## config.mk

```make
export PLATFORM = sky130hd
export DESIGN_NAME = setup_block_loader
export DESIGN_NICKNAME = d
export VERILOG_FILES = /design/src/rtl/setup_block_loader.sv
export SDC_FILE = /design/constraint.sdc
export NUM_CORES = 1
export LEC_CHECK = 0
export ABC_AREA = 1
export BUFFER_PORTS_ARGS = -buffer_cell sky130_fd_sc_hd__buf_2
export CORE_MARGIN = 3
export CORE_UTILIZATION = 55
export CTS_BUF_LIST = sky130_fd_sc_hd__clkbuf_16
export DETAILED_ROUTE_END_ITERATION = 8
export GPL_TIMING_DRIVEN = 0
export HOLD_SLACK_MARGIN = 0.15
export PLACE_DENSITY = 0.84
export SLEW_MARGIN = 20
export SYNTH_ARGS = -nofsm -noshare
export SYNTH_HDL_FRONTEND = slang
export SYNTH_SLANG_ARGS = --single-unit
export TNS_END_PERCENT = 10
```

## constraint.sdc

```tcl
create_clock -name clk -period 1.75 [get_ports clk]
set_input_delay 0.175 -clock clk [delete_from_list [all_inputs] [get_ports clk]]
set_output_delay 0.175 -clock clk [all_outputs]
set_load 0.01 [all_outputs]
```

## src/rtl/setup_block_loader.sv

```systemverilog
module setup_block_loader #(
  parameter int          DATA_BYTES = 32,
  parameter int          TIMEOUT_MS = 100,
  parameter logic [7:0]  CRC_POLY   = 8'h07,
  parameter logic [7:0]  ACK_CODE   = 8'hFE,
  parameter logic [7:0]  NAK_CODE   = 8'h00,
  localparam int         AW = (DATA_BYTES > 1) ? $clog2(DATA_BYTES) : 1
) (
  input  logic          clk,
  input  logic          rst_n,
  input  logic          start_i,
  input  logic          rx_valid_i,
  input  logic [7:0]    rx_data_i,
  input  logic          tick_1ms_i,
  input  logic          wr_done_i,
  output logic          wr_en_o,
  output logic [AW-1:0] wr_addr_o,
  output logic [7:0]    wr_data_o,
  output logic          reply_valid_o,
  output logic [7:0]    reply_data_o,
  output logic          abort_o,
  output logic          finish_o
);
  localparam int CW = $clog2(DATA_BYTES + 1);
  localparam int TW = $clog2(TIMEOUT_MS + 1);

  typedef enum logic [1:0] {S_IDLE, S_RECV, S_PROG} state_t;

  state_t        st;
  logic [CW-1:0] cnt;
  logic [7:0]    crc;
  logic [TW-1:0] gap;
  logic [AW-1:0] widx;
  logic          crc_ok;
  logic [7:0]    mem [DATA_BYTES];

  function automatic logic [7:0] crc8_next(input logic [7:0] c, input logic [7:0] d);
    logic [7:0] r;
    r = c ^ d;
    for (int b = 0; b < 8; b++)
      r = r[7] ? ((r << 1) ^ CRC_POLY) : (r << 1);
    return r;
  endfunction

  wire in_data  = (st == S_RECV) && rx_valid_i && (cnt < CW'(DATA_BYTES));
  wire in_check = (st == S_RECV) && rx_valid_i && (cnt == CW'(DATA_BYTES));
  wire last_wr  = (widx == AW'(DATA_BYTES - 1));

  assign wr_en_o   = (st == S_PROG);
  assign wr_addr_o = widx;
  assign wr_data_o = mem[widx];

  always_ff @(posedge clk)
    if (in_data) mem[cnt[AW-1:0]] <= rx_data_i;

  always_ff @(posedge clk or negedge rst_n) begin
    if (!rst_n) begin
      st            <= S_IDLE;
      cnt           <= '0;
      crc           <= '0;
      gap           <= '0;
      widx          <= '0;
      crc_ok        <= 1'b0;
      reply_valid_o <= 1'b0;
      reply_data_o  <= '0;
      abort_o       <= 1'b0;
      finish_o      <= 1'b0;
    end else begin
      reply_valid_o <= 1'b0;
      abort_o       <= 1'b0;
      finish_o      <= 1'b0;
      case (st)
        S_IDLE: if (start_i) begin
          st  <= S_RECV;
          cnt <= '0;
          crc <= '0;
          gap <= '0;
        end
        S_RECV: begin
          if (rx_valid_i) begin
            gap <= '0;
            if (in_data) begin
              crc <= crc8_next(crc, rx_data_i);
              cnt <= cnt + 1'b1;
            end
            if (in_check) begin
              st     <= S_PROG;
              widx   <= '0;
              crc_ok <= (rx_data_i == crc);
              if (rx_data_i != crc) begin
                reply_valid_o <= 1'b1;
                reply_data_o  <= NAK_CODE;
              end
            end
          end else if (tick_1ms_i) begin
            if (gap == TW'(TIMEOUT_MS)) begin
              abort_o <= 1'b1;
              st      <= S_IDLE;
            end else begin
              gap <= gap + 1'b1;
            end
          end
        end
        S_PROG: if (wr_done_i) begin
          if (last_wr) begin
            st       <= S_IDLE;
            finish_o <= 1'b1;
            if (crc_ok) begin
              reply_valid_o <= 1'b1;
              reply_data_o  <= ACK_CODE;
            end
          end else begin
            widx <= widx + 1'b1;
          end
        end
        default: st <= S_IDLE;
      endcase
    end
  end

  assert_write_hold_R2: assert property (@(posedge clk) disable iff (!rst_n)
    (wr_en_o && !wr_done_i) |=> (wr_en_o && $stable(wr_addr_o) && $stable(wr_data_o)));

  assert_nak_at_check_R4: assert property (@(posedge clk) disable iff (!rst_n)
    (reply_valid_o && reply_data_o == NAK_CODE) |-> ($past(rx_valid_i) && !finish_o));

  assert_ack_after_prog_R5: assert property (@(posedge clk) disable iff (!rst_n)
    (reply_valid_o && reply_data_o == ACK_CODE) |-> (finish_o && $past(wr_done_i)));

  assert_abort_on_tick_R6: assert property (@(posedge clk) disable iff (!rst_n)
    abort_o |-> $past(tick_1ms_i && !rx_valid_i));

  assert_abort_clean_R7: assert property (@(posedge clk) disable iff (!rst_n)
    abort_o |-> (!wr_en_o && !finish_o && !reply_valid_o));
endmodule

```

==> summary.txt, run 1 <==
Outcome
  – Outcome: finished, violations left
  – Failing checks: setup timing

GRT
  – Grt total ovfl: 0
  – Vias in the first global route: 9350
  – First-pass GRT wire length: 51500 microns
  – Total GRT Usage: 27.1%
  – Largest net degree at the start of global routing: 36
  – Antenna violations before repair: 0

Clocking
  – Clk root buf: clkbuf_16
  – Cts bufs inserted: 29
  – # H-tree levels: 1
  – Clock latency on the worst-skew pair: 0.55 ns
  – Clk sinks: 289
  – Worst-path clk slew: 0.06 ns
  – Clock buffer depth: 3
  – TritonCTS clock tree: done

Timing
  – Worst hold slack: 0.157 ns
  – RSZ-0062 raised after global routing: true
  – Slew @ Worst Pin: 0.844 ns
  – Final setup violation count: 267
  – Fmax: 386 MHz
  – Slack of the critical path: -0.840 ns
  – Slew Viols, Final: 0
  – Total negative slack: -23.49 ns
  – Clk_skew: 0.0120 ns
  – Hold Fails Final Rpt: 0
  – Final Cycle Share: 148%
  – Tmin final: 2.59 ns
  – Max_slew headroom: 43.7%

Setup path
  – Setup CP Type: reg2out
  – Reg2reg setup slack: -0.23 ns
  – Critical Path RT: 1.57 ns
  – Worst setup path start: wr_addr_o[0]$_DFFE_PN0P_
  – Crit path capture type: output pin
  – Critical path launch point type: register
  – Reg-to-reg startpoint: wr_addr_o[0]$_DFFE_PN0P_
  – CP arrival: 2.41 ns
  – Critical path peak fanout: 7

Layout
  – Syn-to-layout area delta: 24.9%
  – Final Cell Area: 15900 sq um
  – Antenna Cells: 0
  – Final non-filler cell total: 1622
  – Layout cell share with drive strength beyond 1: 27.5%
  – # nets final: 1344

Drt
  – # DRC: 0
  – Antenna Nets Post-Route: 0
  – First-pass DRT Iterations: 8
  – Initial DRC Count: 1670
  – Via count: 10300
  – Total Routed Length: 38700 microns
  – Vias per cell: 6.37
  – WL/cell: 23.9 microns

Job
  – # Max-Cap Violations: 0

Floorplanning
  – Row Count: 55
  – Full die area: 25100 sq um
  – IO Pins: 39
  – CORE AREA: 22700 sq um
  – Die Span Y: 158 microns
  – Starting Density: 56.2%
  – Die X-Extent: 158 microns

Place
  – Post-Place Setup Slack: -0.814 ns
  – Dpl cells: 1529
  – IO Port Bufs: 37
  – Gpl congestion: 0.944
  – Dpl hpwl: 20400 microns
  – Placed instance area: 13300 sq um

Logic synthesis
  – Average size of a mapped cell: 10.6 sq um
  – Async S/R FF share, synth: 11.4%
  – Synth warn: 0
  – Synth Flop Type: edfxtp_1
  – Netlist cell types: 39
  – Sequential fraction of the synthesis area: 66.7%
  – EDFF count, synth: 256
  – Post-Synthesis Cell Area: 12800 sq um
  – Mapped Nets: 1236
  – Mapped Cells: 1207
  – Synthesized flop and latch total: 289

Worst hold path
  – Hold crit path type: in2reg
  – Hold_sp: start_i

Power
  – Pleak: 6.17 nW
  – Power per cell area: 1450 nW/um^2
  – Peak supply drop: 0.798 mV
-- synth_stat cells (2+ instances only) --
master	count	area (sq um)
ha_1	15	188
nor2_4	3	33.8
o22ai_1	4	25.0
inv_1	38	143
edfxtp_1	256	7690
buf_6	12	135
nand4_1	5	31.3
buf_4	11	82.6
xor2_1	7	61.3
inv_2	4	15.0
nor3_1	3	15.0
buf_1	3	11.3
or2_1	2	12.5
nor2_1	49	184
nand2_1	453	1700
nand3_1	218	1090
o21ai_2	3	26.3
clkbuf_1	6	22.5
o21ai_1	9	45.0
buf_2	30	150
nand2_2	3	18.8
a21oi_1	9	45.0
dfrtp_1	33	826
xnor2_1	5	43.8
o21ai_0	11	55.1
inv_4	2	12.5
-- metal layers --
layer	track usage, %	part of all wire [%]	up-vias
li1	-	-	4345
met1	34.8	34	4887
met2	45.0	47	867
met3	5.19	12	233
met4	12.8	6.8	0
met5	0	0	-
-- worst max-delay path, cell delays in order, from the launching register on --
cell,delay [ns]
dfrtp_2,0.41
buf_6,0.16
clkinv_8,0.11
buf_12,0.16
clkbuf_16,0.15
nand2_1,0.06
nand3_1,0.09
nand3_1,0.13
nand2_1,0.09
nand2_1,0.09
nand2_1,0.05
nand2_1,0.13
nand2_2,0.10
buf_6,0.13
-- worst paths after layout --
check,endpoint,cells past startpoint
max in group asynchronous,wr_addr_o[0]$_DFFE_PN0P_,2
hold reg to reg,crc[4]$_DFFE_PN0P_,2
hold / removal,cnt[1]$_DFFE_PN0P_,5
setup / recovery,wr_data_o[7],13
setup reg to reg,wr_addr_o[1]$_DFFE_PN0P_,12
min in group asynchronous,gap[1]$_DFFE_PN0P_,2
-- state kept, by name (all words and copies together) (netlist names) --
name           count
mem              256
wr_addr_o          5
gap                7
crc                8
cnt                6
reply_valid_o      1
st                 2
abort_o            1
reply_data_o       1
finish_o           1
crc_ok             1
-- through the flow --
step                util (%)  power (mW)
floorplan                  -        12.1
global placement        58.6        13.6
detailed placement      58.6        13.8
CTS                     65.8        20.7
global route            70.2        23.8
finish                  70.2        23.1
-- placed cells by master (no fill, tap or decap), types with 7 or more instances in the layout --
master	n
a21oi_1	8
buf_12	7
buf_2	40
buf_4	33
buf_6	25
buf_8	8
clkbuf_16	40
clkinv_2	7
dfrtp_1	31
edfxtp_1	256
ha_1	9
inv_1	38
inv_2	8
nand2_1	404
nand2_2	43
nand2_4	8
nand3_1	157
nand3_2	61
nor2_1	12
nor2_4	37
o21ai_0	9
o21ai_1	8
-- logic make-up (layout without fill, tap and decap cells) --
family,count (synthesis),in the layout,share of synthesized area [%]
xor+xnor,12,12,0.823
flops,289,289,66.7
compound gates,41,41,1.88
simple gates,740,741,24.4
buf+inv,109,238,4.67
fa+ha+maj,15,15,1.47
other cells,1,1,0.0294
-- power by group --
group | switching [mW] | internal [mW]
Combinational | 5.39 | 3.52
Sequential | 0.218 | 7.80
Clock | 2.68 | 3.46
-- repair_timing --
item / in CTS / in global routing
setup buffers: 14 / 9
cloned: 2 / 12
endpoints found under the hold margin: 45 / 0
endpoints found under the setup margin: 279 / 293
resized for setup: 143 / 175
hold buffers: 4 / 0
pin swaps: 12 / 55
-- cell type report --
cell class              count  area, sq um
plain buffers              63          623
clock buffers              29          726
flip-flops and latches    289         8520
clock inverters            24          203
repair buffers             76          793
multi-input cells         810         4520
fillers                  1340         6770
well taps                 285          357
inverters                  46          200
Power figures use the tool's default switching activity.
==> run 2: changes to the inputs <==
--- a/config.mk
+++ b/config.mk
@@ -5,7 +5,6 @@
 export SDC_FILE = /design/constraint.sdc
 export NUM_CORES = 1
 export LEC_CHECK = 0
-export ABC_AREA = 1
 export BUFFER_PORTS_ARGS = -buffer_cell sky130_fd_sc_hd__buf_2
 export CORE_MARGIN = 3
 export CORE_UTILIZATION = 55
==> run 2 against run 1 <==
  * The flow still finishes with violations (setup timing)
  * Power decreased by 15%
  * Highest routed layer unchanged
  * Clock-buffer cell count decreased by 1
  * Final cell count down 36%
  * Clock power shrank 6.5%
  * Area after synthesis fell by 6.6%
  * Die area down 6.3%
  * Final area fell by 7.8%
  * Largest power group is now sequential cells
  * Synthesized cell count shrank 48%
  * Largest cell class unchanged
==> summary.txt, run 2 <==
Setup path
  – Setup CP Type: reg2out
  – Critical path peak fanout: 8 (+1)
  – CP arrival: 2.93 ns (+0.52 ns)
  – Crit path capture type: output pin
  – Critical Path RT: 1.57 ns (about the same)
  – Critical path launch point type: register

Logic synthesis
  – EDFF count, synth: 256 (unchanged)
  – Mapped Nets: 661 (-47%)
  – Netlist cell types: 46 (+18%)
  – Synthesized flop and latch total: 289 (unchanged)
  – Sequential fraction of the synthesis area: 71.4% (+4.7 points)
  – Largest cells by area after synthesis: edfxtp_1, mux4_2, dfrtp_1
  – Most frequent cells after synthesis: edfxtp_1, mux4_2, nor2_1
  – Most frequent cell after synthesis: edfxtp_1
  – Area fraction of the dominant cell type after synthesis: 64.5% (+4.2 points)
  – Post-synth top area cell: edfxtp_1
  – Mapped Cells: 632 (-48%)
  – Average size of a mapped cell: 18.9 sq um (+78%)
  – Post-Synthesis Cell Area: 11900 sq um (-6.6%)
  – Synth Flop Type: edfxtp_1
  – Async S/R FF share, synth: 11.4% (unchanged)
  – Synth warn: 0 (unchanged)

Power
  – Peak supply drop: 0.814 mV (+1.9%)
  – Power per cell area: 1330 nW/um^2 (-8.0%)
  – Pleak: 4.87 nW (-21%)

Drt
  – Antenna Nets Post-Route: 0 (unchanged)
  – Vias per cell: 6.36 (-0.23%)
  – Total Routed Length: 28500 microns (-26%)
  – # DRC: 0 (unchanged)
  – WL/cell: 27.4 microns (+15%)
  – Initial DRC Count: 815 (-51%)
  – First-pass DRT Iterations: 6 (-2)
  – Via count: 6616 (-36%)

Worst hold path
  – Hold crit path type: in2reg

Timing
  – Slew @ Worst Pin: 0.814 ns (-0.0304 ns)
  – Hold Fails Final Rpt: 0 (unchanged)
  – Total negative slack: -29.22 ns (-5.72 ns)
  – Slew Viols, Final: 0 (unchanged)
  – Final Cycle Share: 178% (+30 points)
  – Max_slew headroom: 45.7% (+2.0 points)
  – Worst hold slack: 0.206 ns (+0.0493 ns)
  – Fmax: 322 MHz (-17%)
  – Final setup violation count: 278 (+4.1%)
  – Tmin final: 3.11 ns (+0.519 ns)
  – Clk_skew: 0.0266 ns (+0.0146 ns)
  – Slack of the critical path: -1.36 ns (-0.519 ns)
  – RSZ-0062 raised after global routing: true

Layout
  – Final core utilization: 69.4% (-0.75 points)
  – Most common cell after layout, fill and taps aside: edfxtp_1
  – Antenna Cells: 0 (unchanged)
  – Layout cell share with drive strength beyond 1: 43.5% (+16 points)
  – Final non-filler cell total: 1041 (-36%)
  – Syn-to-layout area delta: 23.2%
  – Most frequent cells in the layout: edfxtp_1, mux4_2, buf_4, nor2_4
  – # nets final: 774 (-42%)
  – Max reg flops: 256 (unchanged)

Floorplanning
  – Die X-Extent: 153 microns (-3.2%)
  – IO Pins: 39 (unchanged)
  – Starting Density: 56.4% (+0.18 points)
  – Die Span Y: 153 microns (-3.2%)
  – Row Count: 53 (-3.6%)
  – Full die area: 23500 sq um (-6.3%)
  – CORE AREA: 21200 sq um (-6.8%)

Clocking
  – Clk root buf: clkbuf_16
  – Clock buffer depth: 3 (unchanged)
  – Clk sinks: 289 (unchanged)
  – # H-tree levels: 1 (unchanged)
  – Clock latency on the worst-skew pair: 0.56 ns (about the same)
  – TritonCTS clock tree: done
  – Worst-path clk slew: 0.06 ns (about the same)
  – Cts bufs inserted: 28 (-3.4%)

GRT
  – Total GRT Usage: 23.3% (-3.8 points)
  – Antenna violations before repair: 0 (unchanged)
  – Vias in the first global route: 6590 (-30%)
  – First-pass GRT wire length: 41000 microns (-20%)
  – Grt total ovfl: 0 (unchanged)
  – Largest net degree at the start of global routing: 36 (unchanged)

Outcome
  – Failing checks: setup timing
  – Outcome: finished, violations left

Place
  – Gpl congestion: 0.885 (-6.2%)
  – IO Port Bufs: 37 (unchanged)
  – Dpl hpwl: 16100 microns (-21%)
  – Dpl cells: 944 (-38%)

Job
  – # Max-Cap Violations: 0 (unchanged)
-- run 2: cell count changes after synthesis, sizes merged, moves of 5 or more --
| cell | change |
|---|---|
| mux4 | +80 |
| mux2 | +12 |
| inv | -29 |
| clkbuf | +12 |
| buf | -39 |
| nand3 | -209 |
| xnor2 | +10 |
| nand2 | -423 |
| mux2i | +5 |
| nor2 | -8 |
-- run 2: power by group --
part | internal, mW | switching, mW | leakage [nW]
Sequential | 7.76 | 0.221 | 2.74
Clock | 3.21 | 2.53 | 0.437
Combinational | 2.95 | 2.89 | 1.69
Total | 13.9 | 5.64 | 4.87
-- run 2: cells by family after synthesis --
family | synth area share, %
mux | 16.7
other cells | 0.0314
xor+xnor | 1.85
compound gates | 2.01
simple gates | 4.39
fa+ha+maj | 1.57
flops | 71.4
buf+inv | 2.11
-- run 2: final timing paths --
| kind | start | to | slack (ns) | depth (start not counted) |
|---|---|---|---|---|
| worst max-delay path | wr_addr_o[0]$_DFFE_PN0P_ | wr_data_o[2] | -1.36 | 7 |
| worst min-delay path | rx_data_i[3] | mem[22][3]$_DFFE_PP_ | 0.21 | 1 |
| worst max register to register | wr_addr_o[0]$_DFFE_PN0P_ | wr_addr_o[3]$_DFFE_PN0P_ | -0.48 | 9 |
| worst min register to register | crc_ok$_DFFE_PN0P_ | crc_ok$_DFFE_PN0P_ | 0.51 | 1 |
| max in group asynchronous | rst_n | wr_addr_o[3]$_DFFE_PN0P_ | 0.94 | 2 |
| min in group asynchronous | rst_n | wr_addr_o[1]$_DFFE_PN0P_ | 0.27 | 2 |
-- run 2: cell type report --
type	instances	area, sq um
well taps	275	344
clock buffers	28	701
flip-flops and latches	289	8520
clock inverters	23	174
inverters	15	60.1
fillers	1191	6470
plain buffers	35	330
multi-input cells	292	3800
repair buffers	84	767
-- run 2: repair_timing --
| action | CTS | global route |
|---|---|---|
| pin swaps | 20 | 24 |
| setup buffers | 17 | 21 |
| gates cloned | 0 | 4 |
| setup endpoints to repair | 295 | 296 |
| resized for setup | 120 | 100 |
| endpoints found under the hold margin | 46 | 0 |
| hold buffers | 5 | 0 |
-- run 2: metal layers --
metal	global-route usage [%]	wire (microns)	vias up
met4	7.76	1200	0
met2	37.8	14200	404
met3	4.70	2480	87
met1	32.4	10600	3388
li1	-	-	2737
met5	0	0	-
-- run 2: critical path, stage by stage, from the launching register on --
cell	delay [ns]
dfrtp_1	0.42
buf_8	0.15
buf_12	0.16
buf_12	0.15
mux4_2	0.55
mux4_2	0.54
mux2_4	0.30
buf_6	0.12
-- run 2: metrics by stage --
step / area [sq um] / worst slack, ns / power, mW
after detailed placement: 12600 / -1.22 / 11.9
after global routing: 14700 / -1.39 / 20.2
after CTS: 14100 / -1.32 / 18.3
final: 14700 / -1.36 / 19.6
after global placement: 12600 / -1.16 / 11.7
after floorplan: 12000 / -0.529 / 10.8
==> run 3: changes to the inputs <==
--- a/config.mk
+++ b/config.mk
@@ -10,9 +10,9 @@
 export CORE_UTILIZATION = 55
 export CTS_BUF_LIST = sky130_fd_sc_hd__clkbuf_16
 export DETAILED_ROUTE_END_ITERATION = 8
-export GPL_TIMING_DRIVEN = 0
 export HOLD_SLACK_MARGIN = 0.15
-export PLACE_DENSITY = 0.84
+export PLACE_DENSITY = 0.75
+export RECOVER_POWER = 100
 export SLEW_MARGIN = 20
 export SYNTH_ARGS = -nofsm -noshare
 export SYNTH_HDL_FRONTEND = slang
==> run 3 against run 2 <==
  * The run ends with capacitance limit, slew limit, setup timing left
  * Via count is 2.4% higher
  * First-iteration DRC count is 13% lower
  * Final cell count increased by 4.9%
  * Core utilization increased by 1.2 points
  * Critical path depth decreased by 1
  * Sequential power fell by 0.8%
  * Critical endpoint is now wr_data_o[6]
==> summary.txt, run 3 (synthesis gave the netlist of run 2 again) <==
GRT
  – Met1 global-route usage: 33.4% (+1.0 points)
  – Antenna violations before repair: 1 (+1)
  – First-pass GRT wire length: 42500 microns (+3.6%)
  – GR Util met3: 5.38% (+0.68 points)
  – M2 GR Usage: 38.2% (+0.42 points)
  – Total GRT Usage: 23.9% (+0.60 points)
  – GR peak layer: met2
  – Largest net degree at the start of global routing: 34 (-5.6%)
  – Vias in the first global route: 7054 (+7.0%)
  – Grt total ovfl: 0 (unchanged)

Setup path
  – Reg-to-reg startpoint: wr_addr_o[0]$_DFFE_PN0P_
  – Reg2reg setup slack: -0.65 ns (-0.17 ns)
  – Worst setup path start: wr_addr_o[0]$_DFFE_PN0P_
  – Crit-path max cell delay: 0.56 ns (about the same)
  – Critical path peak fanout: 5 (-3)
  – CP max-delay cell: mux4_2
  – Setup CP Type: reg2out
  – Worst-path cell chain: buf_12, buf_12, mux4_2, mux4_2, mux2_4, buf_6
  – Crit path capture type: output pin
  – Critical Path RT: 1.57 ns (about the same)
  – CP arrival: 2.82 ns (-0.11 ns)
  – Critical path launch point type: register

Worst hold path
  – Hold_sp: rx_data_i[3]
  – Hold crit path type: in2reg

Layout
  – Syn-to-layout area delta: 25.3%
  – Most common cell after layout, fill and taps aside: edfxtp_1
  – # nets final: 825 (+6.6%)
  – Most frequent cells in the layout: edfxtp_1, mux4_2, buf_4, buf_6
  – Final non-filler cell total: 1092 (+4.9%)
  – Layout cell share with drive strength beyond 1: 40.4% (-3.1 points)
  – Max reg flops: 256 (unchanged)
  – Antenna Cells: 0 (unchanged)
  – Final Cell Area: 14900 sq um (+1.8%)

Clocking
  – Clk root buf: clkbuf_16
  – Clock latency on the worst-skew pair: 0.53 ns (-0.03 ns)
  – Clock buffer depth: 3 (unchanged)
  – # H-tree levels: 1 (unchanged)
  – Worst-path clk slew: 0.06 ns (about the same)
  – Clk sinks: 289 (unchanged)
  – Cts bufs inserted: 29 (+3.6%)
  – TritonCTS clock tree: done

Timing
  – RSZ-0062 raised after global routing: true
  – Slew Viols, Final: 134 (+134)
  – Hold Fails Final Rpt: 0 (unchanged)
  – Final setup violation count: 231 (-17%)
  – Tmin final: 3.00 ns (-0.110 ns)
  – Worst hold slack: 0.270 ns (+0.0645 ns)
  – Fmax: 333 MHz (+3.7%)
  – Clk_skew: 0.00714 ns (-0.0194 ns)
  – Max_slew headroom: -11.7% (-57 points)
  – Slew @ Worst Pin: 1.68 ns (+0.862 ns)
  – Final Cycle Share: 171% (-6.3 points)
  – Slack of the critical path: -1.25 ns (+0.110 ns)

Floorplanning
  – Starting Density: 56.4% (unchanged)
  – Row Count: 53 (unchanged)
  – CORE AREA: 21200 sq um (unchanged)
  – Die Span Y: 153 microns (unchanged)
  – IO Pins: 39 (unchanged)
  – Die X-Extent: 153 microns (unchanged)
  – Full die area: 23500 sq um (unchanged)

Job
  – # Max-Cap Violations: 4 (+4)

Place
  – IO Port Bufs: 37 (unchanged)
  – Placed instance area: 13300 sq um (+5.8%)
  – Dpl cells: 1016 (+7.6%)
  – Dpl hpwl: 17300 microns (+7.1%)
  – Gpl congestion: 0.798 (-9.9%)

Drt
  – Antenna Nets Post-Route: 0 (unchanged)
  – Via count: 6778 (+2.4%)
  – WL/cell: 26.4 microns (-3.6%)
  – Vias per cell: 6.21 (-2.3%)
  – First-pass DRT Iterations: 4 (-2)
  – Total Routed Length: 28800 microns (+1.1%)
  – Initial DRC Count: 710 (-13%)
  – # DRC: 0 (unchanged)

Outcome
  – Outcome: finished, violations left
  – Failing checks: capacitance limit, slew limit, setup timing

Power
  – Peak supply drop: 0.992 mV (+22%)
  – Pleak: 5.13 nW (+5.4%)
  – Power per cell area: 1300 nW/um^2 (-2.1%)
## run 3: what timing repair did
| action | CTS | global route |
|---|---|---|
| pin swaps | 3 | 26 |
| setup buffers | 4 | 9 |
| gates cloned | 3 | 2 |
| hold buffers | 8 | 0 |
| endpoints found under the setup margin | 297 | 297 |
| resized for setup | 61 | 71 |
| endpoints found under the hold margin | 53 | 0 |
## run 3: per-stage QoR
step                util, %  worst slack [ns]  TNS (ns)  power (mW)
CTS                    69.1             -1.23    -18.54        19.0
global route           70.7             -1.28    -46.97        20.2
finish                 70.7             -1.25    -22.96        19.5
global placement       62.8            -0.733    -57.06        12.4
detailed placement     62.8            -0.750    -74.01        12.6
floorplan                 -            -0.529    -79.47        10.8
## run 3: worst max-delay path: cells and delay by family (launching register included)
| kind | cells | cell delay (ns) |
|---|---|---|
| multiplexers | 3 | 1.41 |
| flip-flops | 1 | 0.45 |
| buffers and inverters | 3 | 0.44 |
## run 3: final cells by class
cell class              count  area [sq um]
flip-flops and latches    289          8520
fillers                  1258          6210
multi-input cells         292          3500
repair buffers            169          1620
clock buffers              29           726
well taps                 275           344
clock inverters            23           183
inverters                  15          56.3
## run 3: per-layer routing
| layer | up-vias | wire [microns] |
|---|---|---|
| met4 | 2 | 853 |
| li1 | 2831 | - |
| met3 | 64 | 2850 |
| met1 | 3501 | 10800 |
| met2 | 380 | 14300 |
| met5 | - | 13 |
## run 3: path summary, 6_finish.rpt
kind | depth (start not counted) | endpoint
max reg2reg | 10 | wr_addr_o[3]$_DFFE_PN0P_
min in group asynchronous | 2 | st[1]$_DFFE_PN0P_
max | 6 | wr_data_o[6]
max in group asynchronous | 2 | wr_addr_o[0]$_DFFE_PN0P_
min | 5 | crc[5]$_DFFE_PN0P_
min reg2reg | 2 | crc[3]$_DFFE_PN0P_
## run 3: power by group
part / internal, mW / switching [mW] / total, mW
combinational: 2.97 / 2.67 / 5.64
clock: 3.44 / 2.47 / 5.91
sequential: 7.77 / 0.152 / 7.92
